$ cat src/rtl/ccsa_pkg.sv
package ccsa_pkg;

  typedef enum logic {
    CSA_PAIR_HA   = 1'b0,
    CSA_SINGLE_FA = 1'b1
  } csa_mode_e;

  // Per-bit generate term, shared with the next cell up in paired-HA mode.
  function automatic logic cell_gen(input logic s, input logic c);
    return s & c;
  endfunction

  // Reduced operand selector: the zero input of the addend choice is folded
  // away, leaving an AND-OR of the addend and the lower neighbour's generate.
  function automatic logic cell_operand(input logic a, input logic g_prev,
                                        input logic fa);
    return (a & fa) | (g_prev & ~fa);
  endfunction

  // Returns {carry, sum} for one configurable cell.
  function automatic logic [1:0] cell_eval(input logic s, input logic c,
                                           input logic t, input logic fa);
    logic p;
    logic g;
    p = s ^ c;
    g = s & c;
    return {(fa & g) | (p & t), p ^ t};
  endfunction

endpackage

$ cat src/rtl/ccsa_cell.sv
module ccsa_cell
  import ccsa_pkg::*;
(
  input  logic s_i,
  input  logic c_i,
  input  logic a_i,
  input  logic g_prev_i,
  input  logic fa_i,
  output logic g_o,
  output logic sum_o,
  output logic cy_o
);

  logic       op_sel;
  logic [1:0] res;

  always_comb begin
    g_o    = cell_gen(s_i, c_i);
    op_sel = cell_operand(a_i, g_prev_i, fa_i);
    res    = cell_eval(s_i, c_i, op_sel, fa_i);
    sum_o  = res[0];
    cy_o   = res[1];
  end

endmodule

$ cat src/rtl/ccsa_row.sv
module ccsa_row #(
  parameter int W = 16
) (
  input  logic         fa_i,
  input  logic [W-1:0] s_i,
  input  logic [W-1:0] c_i,
  input  logic [W-1:0] a_i,
  output logic [W-1:0] gen_o,
  output logic [W-1:0] sum_o,
  output logic [W-1:0] carry_o
);

  logic [W-1:0] gen;
  logic [W-1:0] cy;
  logic [W-1:0] g_prev;
  logic         row_unused_msb;

  assign g_prev = {gen[W-2:0], 1'b0};

  for (genvar j = 0; j < W; j++) begin : g_cell
    ccsa_cell u_cell (
      .s_i      (s_i[j]),
      .c_i      (c_i[j]),
      .a_i      (a_i[j]),
      .g_prev_i (g_prev[j]),
      .fa_i     (fa_i),
      .g_o      (gen[j]),
      .sum_o    (sum_o[j]),
      .cy_o     (cy[j])
    );
  end

  // Carry of the top cell leaves the word (modulo 2^W arithmetic).
  assign carry_o        = {cy[W-2:0], 1'b0};
  assign gen_o          = gen;
  assign row_unused_msb = cy[W-1];

endmodule

$ cat src/rtl/ccsa_out_stage.sv
module ccsa_out_stage #(
  parameter int W   = 16,
  parameter bit REG = 1'b1
) (
  input  logic         clk,
  input  logic         rst_n,
  input  logic [W-1:0] sum_d,
  input  logic [W-1:0] carry_d,
  output logic [W-1:0] sum_q,
  output logic [W-1:0] carry_q
);

  if (REG) begin : g_reg
    always_ff @(posedge clk or negedge rst_n) begin
      if (!rst_n) begin
        sum_q   <= '0;
        carry_q <= '0;
      end else begin
        sum_q   <= sum_d;
        carry_q <= carry_d;
      end
    end
  end else begin : g_comb
    logic stage_unused;
    assign stage_unused = clk ^ rst_n;
    assign sum_q        = sum_d;
    assign carry_q      = carry_d;
  end

endmodule

$ cat src/rtl/cfg_csa_stage.sv
module cfg_csa_stage
  import ccsa_pkg::*;
#(
  parameter int WIDTH      = 16,
  parameter bit REGISTERED = 1'b1
) (
  input  logic             clk,
  input  logic             rst_n,
  input  logic             fa_mode,
  input  logic [WIDTH-1:0] sum_i,
  input  logic [WIDTH-1:0] carry_i,
  input  logic [WIDTH-1:0] addend_i,
  output logic [WIDTH-1:0] sum_o,
  output logic [WIDTH-1:0] carry_o
);

  localparam int LSB_CLEAR = 2;

  csa_mode_e        mode;
  logic [WIDTH-1:0] row_sum;
  logic [WIDTH-1:0] row_carry;
  logic [WIDTH-1:0] row_gen;
  logic             row_unused_gen;

  assign mode           = csa_mode_e'(fa_mode);
  assign row_unused_gen = row_gen[WIDTH-1] ^ row_gen[LSB_CLEAR-1];

  ccsa_row #(.W(WIDTH)) u_row (
    .fa_i    (mode == CSA_SINGLE_FA),
    .s_i     (sum_i),
    .c_i     (carry_i),
    .a_i     (addend_i),
    .gen_o   (row_gen),
    .sum_o   (row_sum),
    .carry_o (row_carry)
  );

  ccsa_out_stage #(.W(WIDTH), .REG(REGISTERED)) u_out (
    .clk     (clk),
    .rst_n   (rst_n),
    .sum_d   (row_sum),
    .carry_d (row_carry),
    .sum_q   (sum_o),
    .carry_q (carry_o)
  );

endmodule

$ cat config.mk
export PLATFORM = sky130hd
export DESIGN_NAME = cfg_csa_stage
export DESIGN_NICKNAME = d
export VERILOG_FILES = /design/src/rtl/ccsa_pkg.sv /design/src/rtl/ccsa_cell.sv /design/src/rtl/ccsa_row.sv /design/src/rtl/ccsa_out_stage.sv /design/src/rtl/cfg_csa_stage.sv
export SDC_FILE = /design/constraint.sdc
export NUM_CORES = 1
export LEC_CHECK = 0
export ABC_AREA = 0
export BUFFER_PORTS_ARGS = -buffer_cell sky130_fd_sc_hd__clkbuf_2
export CORE_MARGIN = 5
export CORE_UTILIZATION = 44
export DETAILED_ROUTE_END_ITERATION = 7
export MAX_ROUTING_LAYER = met4
export PLACE_DENSITY = 0.8
export SYNTH_ARGS = -nofsm -noshare
export SYNTH_HDL_FRONTEND = slang
export SYNTH_SLANG_ARGS = --single-unit
$ cat constraint.sdc
create_clock -name clk -period 0.8 [get_ports clk]
set_clock_uncertainty 0.15 [all_clocks]
set_input_delay 0.04 -clock clk [delete_from_list [all_inputs] [get_ports clk]]
set_output_delay 0.04 -clock clk [all_outputs]
set_load 0.01 [all_outputs]
* Word level (Yosys, flattened, before mapping)
Index checks and enable logic that the tools add are counted.
** Word-level totals
- Bits in registers :: 31
- Input port bits :: 51
- Logic and storage cells :: 141
- Output and inout bits :: 32
** Operators by class
- Bitwise gates (word level) :: 139
** Operators by type and width (count)
- $and 1x1->1 :: 76
- $xor 1x1->1 :: 32
- $or 1x1->1 :: 30
- $not 1->1 :: 1

* Depth between registers and ports, before layout
Gate-level depths: netlist of run 1.
- Depth in word-level cells :: 5
- Depth in mapped cells :: 4
- Mapped depth without buffers :: 4

* Modules after synthesis
From an unflattened synthesis of run 1, not the netlist that was laid out.
** Second synthesis, totals
- Cell total of the unflattened synthesis :: 98
- Area total of the unflattened synthesis :: 1592.8 um2
** By module, submodules not included
- ccsa_out_stage :: area each 800.8 um2, cells an instance 32, sequential area each 800.8 um2, instances 1
- ccsa_cell :: area each 48.8 um2, cells an instance 4, sequential area each 0.0 um2, instances 16
- ccsa_row :: area each 11.3 um2, cells an instance 2, sequential area each 0.0 um2, instances 1

* Worst setup path before layout of run 1
OpenSTA, ideal clock, no wires.
- Kind :: input -> register
- Start point :: input port fa_mode
- End point :: register u_out.carry_q[15]
- Path buffers :: 1
- Slack :: -0.256 ns
- Setup time :: 0.118 ns
- Cell stages on the path :: 4
- Data arrival time :: 0.788 ns
- Cell sequence :: buf_6 mux2_2 ha_1 a21o_1
** Between the ends
- Longest elaborated chain between the ends :: 5
- Elaborated cells on any way between the ends :: 7
- Classes of those cells :: bitwise: 7
** Ends and longest elaborated chain
- start, declared :: RTL line cfg_csa_stage.sv:9 : input logic fa_mode,
- $not 1->1
- $and 1x1->1 :: RTL line ccsa_pkg.sv:17 : return (a & fa) | (g_prev & ~fa);
- $or 1x1->1 :: RTL line ccsa_pkg.sv:17
- $and 1x1->1 :: RTL line ccsa_pkg.sv:27 : return {(fa & g) | (p & t), p ^ t};
- $or 1x1->1 (*) :: RTL line ccsa_pkg.sv:27
- named net u_row.g_cell[14].u_cell.cy_o :: RTL line ccsa_cell.sv:11 : output logic cy_o
- end signal, assigned :: RTL line ccsa_out_stage.sv:20 : carry_q <= carry_d;
- end, declared :: RTL line ccsa_out_stage.sv:10 : output logic [W-1:0] carry_q
The timed path passes the listed nets; every way through them passes the cells marked *.

* Final worst setup path of run 1
- Start point :: register u_out.sum_q[11]
- End point :: output port sum_o[11]
** RTL lines
- start, declared :: RTL line ccsa_out_stage.sv:9 : output logic [W-1:0] sum_q,
- start signal, assigned :: RTL line ccsa_out_stage.sv:19 : sum_q <= sum_d;
- end, declared :: RTL line cfg_csa_stage.sv:13 : output logic [WIDTH-1:0] sum_o,
No word-level cell between the ends.

==> metrics.txt, run 1 <==
run status finished with violations; failing checks negative hold slack, negative setup slack; Critical Path, Cell by Cell clkbuf_2; Tot GR Track Use 0.196; via count of the routed design 1156; Core Util, Final 0.786; worst-path fanout max 1; commonest non-fill, non-tap cell in the layout clkbuf_2; CTS Sinks 31; Post-Syn Nets 180; Max Buffers Root-to-Sink 2; PortBufs slightly above 80; DRC 0; WL final ~4.0 mm; Finished Cell Area about 2600 um2; Vert. Die Dim roughly 70 um; Root Driver clkbuf_4; M1 wire length about 1.5 mm; class of the most critical setup path flop to output pin; hold_sp sum_i[15]; Synth Cell Area 1490 um2; RSZ-0062 raised after global routing yes; pwr/cell area around 1600 nW/um2; Die Span X around 68 um; # fillers 211; RePlAce Congestion roughly 0.63; HP Class input pin to flop; Layout area overhead 74.3%; Final Max Tran Viols 0; Final ANT Viol Nets 0; Post-Synth Simple-Gate Area 0.00419; slowest stage cell, crit path dfrtp_1; Avg Inst Size Synth ~15 um2; post-synthesis compound-gate area fraction 0.0754; TritonCTS Buffers 5; IO Count 83; DR WL met2 ~2.1 mm; Seq/Total Area, Yosys 0.519; Placement Cell Area between 2000 and 2500 um2; CP top delay family flip-flops; MaxCap Viol Count 0; Starting Density 0.451; htree depth 2; most frequent cells in the layout clkbuf_2 (80), dfrtp_1 (31), ha_4 (29); CTS tree built; grt total ovfl 0; Crit. Startpoint u_out.sum_q[11]; core area ~3300 um2; number of diodes 0; overall power 4.17 mW; Vias/cell 4.78; die footprint between 4000 and 5000 um2; CP endpoint kind output pin; Setup WS pre-CTS -0.459 ns; Critical Path RT between 0.6 and 0.7 ns; DR iter-0 viols 17; Worst EP arrival 0.85 ns; Met3 Wirelength approximately 330 um; Cell Rows 21; Synth Warn # 0; highest routing layer actually used met4; synth top area cells dfrtp_1 (52%), ha_1 (25%), mux2_2 (11%); CP Buf/Inv Count 1; vias in the first global route between 1000 and 1500; min Tclk post-route between 1 and 1.5 ns; CP Launch Type flop; worst hold slack -0.130 ns; Detailed Routing Iterations Pass 1 2; post-synthesis mux area share 0.112; Yosys top cell area share 0.519; Cells after Synth about 100; Tcrit/Tclk final 1.30; fraction of the mapped netlist area in adder cells 0.251; Post-CTS Hold Buffers 1; initial antenna violation count 0; xor and xnor area share after synthesis 0.0117; layout cells sized above 1 0.730; largest net degree at the start of global routing 32; synthesized flop and latch total 31; top cell type by total area after synthesis dfrtp_1; worst setup margin -0.237 ns; clk slew on worst S/H paths ~0.1 ns; crit-path max cell delay ~0.39 ns; Pleak 1.36 nW; # setup viols final between 40 and 50; Worst IR Drop VDD 1.21 mV; top achievable clock speed approximately 960 MHz; first-pass GRT wire length just over 6 mm; Hold Fails Final Rpt 31; drt wl/cell between 15 and 20 um; DP HPWL roughly 3.2 mm; Yosys cell types 12; nets approximately 280; main combinational cell family by area after synthesis adder cells
==> final timing paths <==
| path | end | slack (ns) | depth (start not counted) |
|---|---|---|---|
| max | sum_o[11] | -0.24 | 1 |
| min | u_out.sum_q[15] | -0.13 | 3 |
| max in group asynchronous | u_out.sum_q[7] | 0.29 | 3 |
| min in group asynchronous | u_out.carry_q[13] | 0.04 | 3 |
==> stage by stage <==
step	TNS (ns)	std cells	hold WS [ns]
after floorplan	-5.06	99	-0.406
after global routing	-8.96	242	-0.153
after CTS	-7.97	242	-0.153
final	-7.46	242	-0.130
after global placement	-11.43	228	-0.138
after detailed placement	-12.11	228	-0.139
==> area by class of cell <==
class	count	area, um2	area share
clock buffers	8	68.8	0.0264
repair buffers	93	601	0.231
multi-input cells	64	1100	0.423
flip-flops and latches	31	776	0.298
well taps	46	57.6	0.0221
==> routing by layer <==
| layer | vias to the layer above | global-route usage |
|---|---|---|
| met2 | 56 | 0.336 |
| li1 | 549 | - |
| met1 | 547 | 0.216 |
| met4 | 0 | 0.0670 |
| met3 | 4 | 0.0575 |
| met5 | - | - |
==> synth_stat cells (all sizes together) <==
library cell   n
xnor2          1
xor2           1
mux2          14
and2           1
a21o          15
ha            30
conb           1
mux2i          1
dfrtp         31
buf            4
==> timing repair <==
item,4_1_cts,5_1_grt
resized for setup,4,0
cloned,2,0
pin swaps,4,0
hold endpoints to repair,62,31
setup buffers,3,0
setup endpoints to repair,50,45
==> cell families (layout without fill, tap and decap cells) <==
| logic type | after synthesis | after routing |
|---|---|---|
| fa+ha+maj | 30 | 30 |
| xor+xnor | 2 | 2 |
| flops | 31 | 31 |
| compound gates | 15 | 15 |
| simple gates | 1 | 1 |
| other cells | 1 | 1 |
| mux | 15 | 15 |
| buf+inv | 4 | 101 |
==> sequential cells by signal, summed over array words and instances (netlist names) <==
name           count
u_out.carry_q     15
u_out.sum_q       16
==> power by group <==
group	leakage (nW)	switching [mW]	total (mW)	internal (mW)
Combinational	0.943	0.572	1.27	0.697
Sequential	0.377	0.0666	1.85	1.78
Clock	0.0386	0.540	1.06	0.517
No activity file was read; power rests on OpenSTA's default activity.
==> run 2: changes to the inputs <==
--- a/config.mk
+++ b/config.mk
@@ -7,7 +7,7 @@
 export LEC_CHECK = 0
 export ABC_AREA = 0
 export BUFFER_PORTS_ARGS = -buffer_cell sky130_fd_sc_hd__clkbuf_2
-export CORE_MARGIN = 5
+export CORE_MARGIN = 3
 export CORE_UTILIZATION = 44
 export DETAILED_ROUTE_END_ITERATION = 7
 export MAX_ROUTING_LAYER = met4
==> run 2 against run 1 <==
Net effect:
- the run still ends with negative hold slack, negative setup slack left
- clock power hardly changed
- hold slack better by 0.020 ns
- die area is 11% lower
==> metrics.txt, run 2 (synthesized netlist as in run 1, its figures left out) <==
run status finished with violations; failing checks negative hold slack, negative setup slack; first-pass GRT wire length 6.80 mm; CP Buf/Inv Count 1; class of the most critical setup path flop to output pin; core area approximately 3200 um2; layout cells sized above 1 0.735; Comb power frac 0.313; Hold Fails Final Rpt 31; Tot GR Track Use 0.235; TritonCTS Buffers 5; CTS tree built; WL final between 4 and 5 mm; Layout area overhead 73.2%; power share of the clock group 0.247; initial antenna violation count 0; DRC 0; Critical Path, Cell by Cell clkbuf_2; switching power approximately 1.2 mW; Flop pwr share 0.440; Core Util, Final 0.821; overall power 4.20 mW; Detailed Routing Iterations Pass 1 4; highest routing layer actually used met4; drt wl/cell about 18 um; crit-path max cell delay between 0.3 and 0.4 ns; Vias/cell around 5.0; # setup viols final 45; Die Span X roughly 64 um; MaxCap Viol Count 0; largest net degree at the start of global routing 32; CP endpoint kind output pin; Vert. Die Dim between 60 and 70 um; setup TNS -7.64 ns; Critical Path RT about 0.61 ns; htree depth 2; CP Launch Type flop; Final Max Tran Viols 0; number of diodes 0; top achievable clock speed between 900 and 1000 MHz; die footprint 4130 um2; M1 wire length between 1.5 and 2 mm; vias in the first global route 1374; Tcrit/Tclk final 1.30; RSZ-0062 raised after global routing yes; grt total ovfl 0; PortBufs 81; Cell Rows 20; slowest stage cell, crit path dfrtp_1; min Tclk post-route 1.04 ns; Int Power roughly 3 mW; Max Buffers Root-to-Sink 2; clk slew on worst S/H paths ~0.1 ns; Final ANT Viol Nets 0; IO Count just over 80; max reg flops 16; RePlAce Congestion ~0.66; Post-CTS Hold Buffers 1; CP top delay family flip-flops; pwr/cell area around 1600 nW/um2; DR iter-0 viols 27; sw frac 0.284; Met3 Wirelength about 290 um; commonest non-fill, non-tap cell in the layout clkbuf_2; Worst IR Drop VDD 0.976 mV; worst-path fanout max 1; via count of the routed design around 1200; Starting Density 0.474; Biggest register u_out.sum_q; largest registers u_out.sum_q (16), u_out.carry_q (15); Root Driver clkbuf_4; DR WL met2 ~2.3 mm; HP Class input pin to flop; CTS Sinks 31; Worst EP arrival 0.85 ns; worst hold slack -0.109 ns; most frequent cells in the layout clkbuf_2 (80), dfrtp_1 (31), ha_4 (29); worst setup margin -0.241 ns; DP HPWL approximately 3.0 mm; Pleak about 1.3 nW; nets approximately 280
==> run 2: cell count changes in the layout (fill, tap and decap cells not counted), sizes merged <==
cell | previous run | this run
bufbuf | 1 | 0
buf | 10 | 11
==> run 2: path summary, 6_finish.rpt <==
path | slack [ns] | cells after the start | end | start
max in group asynchronous | 0.29 | 3 | u_out.carry_q[15] | rst_n
hold / removal | -0.11 | 3 | u_out.sum_q[15] | addend_i[15]
min in group asynchronous | 0.04 | 3 | u_out.sum_q[4] | rst_n
setup / recovery | -0.24 | 1 | sum_o[13] | u_out.sum_q[13]
==> run 2: per-layer routing <==
layer / GRT usage / vias up
li1: - / 546
met1: 0.253 / 571
met2: 0.420 / 66
met3: 0.0545 / 11
met4: 0.0818 / 0
met5: - / -
==> run 2: repair_timing <==
action | 4_1_cts | 5_1_grt
pin swaps | 4 | 1
endpoints found under the hold margin | 62 | 31
resized for setup | 4 | 3
endpoints found under the setup margin | 55 | 46
buffers inserted | 5 | 1
gates cloned | 2 | 0
==> run 2: stage by stage <==
step                instances  worst slack [ns]  area (um2)  hold WS (ns)
finish                    240            -0.241        2590        -0.109
global route              240            -0.282        2590        -0.112
CTS                       240            -0.251        2600        -0.123
detailed placement        224            -0.455        2400        -0.137
global placement          224            -0.436        2400        -0.139
floorplan                  99            -0.219        1930        -0.406
==> run 2: cell type report <==
class                   instances  area (um2)
multi-input cells              64        1100
fillers                       185         566
repair buffers                 93         583
clock buffers                   8        68.8
well taps                      44        55.1
flip-flops and latches         31         776
==> run 2: power by group through the flow <==
stage | registers (mW) | logic [mW] | clock network, mW
floorplan | 1.99 | 0.532 | 0
global route | 1.87 | 1.44 | 1.15
global placement | 1.87 | 1.14 | 0
CTS | 1.84 | 1.31 | 1.06
finish | 1.85 | 1.32 | 1.04
detailed placement | 1.87 | 1.23 | 0
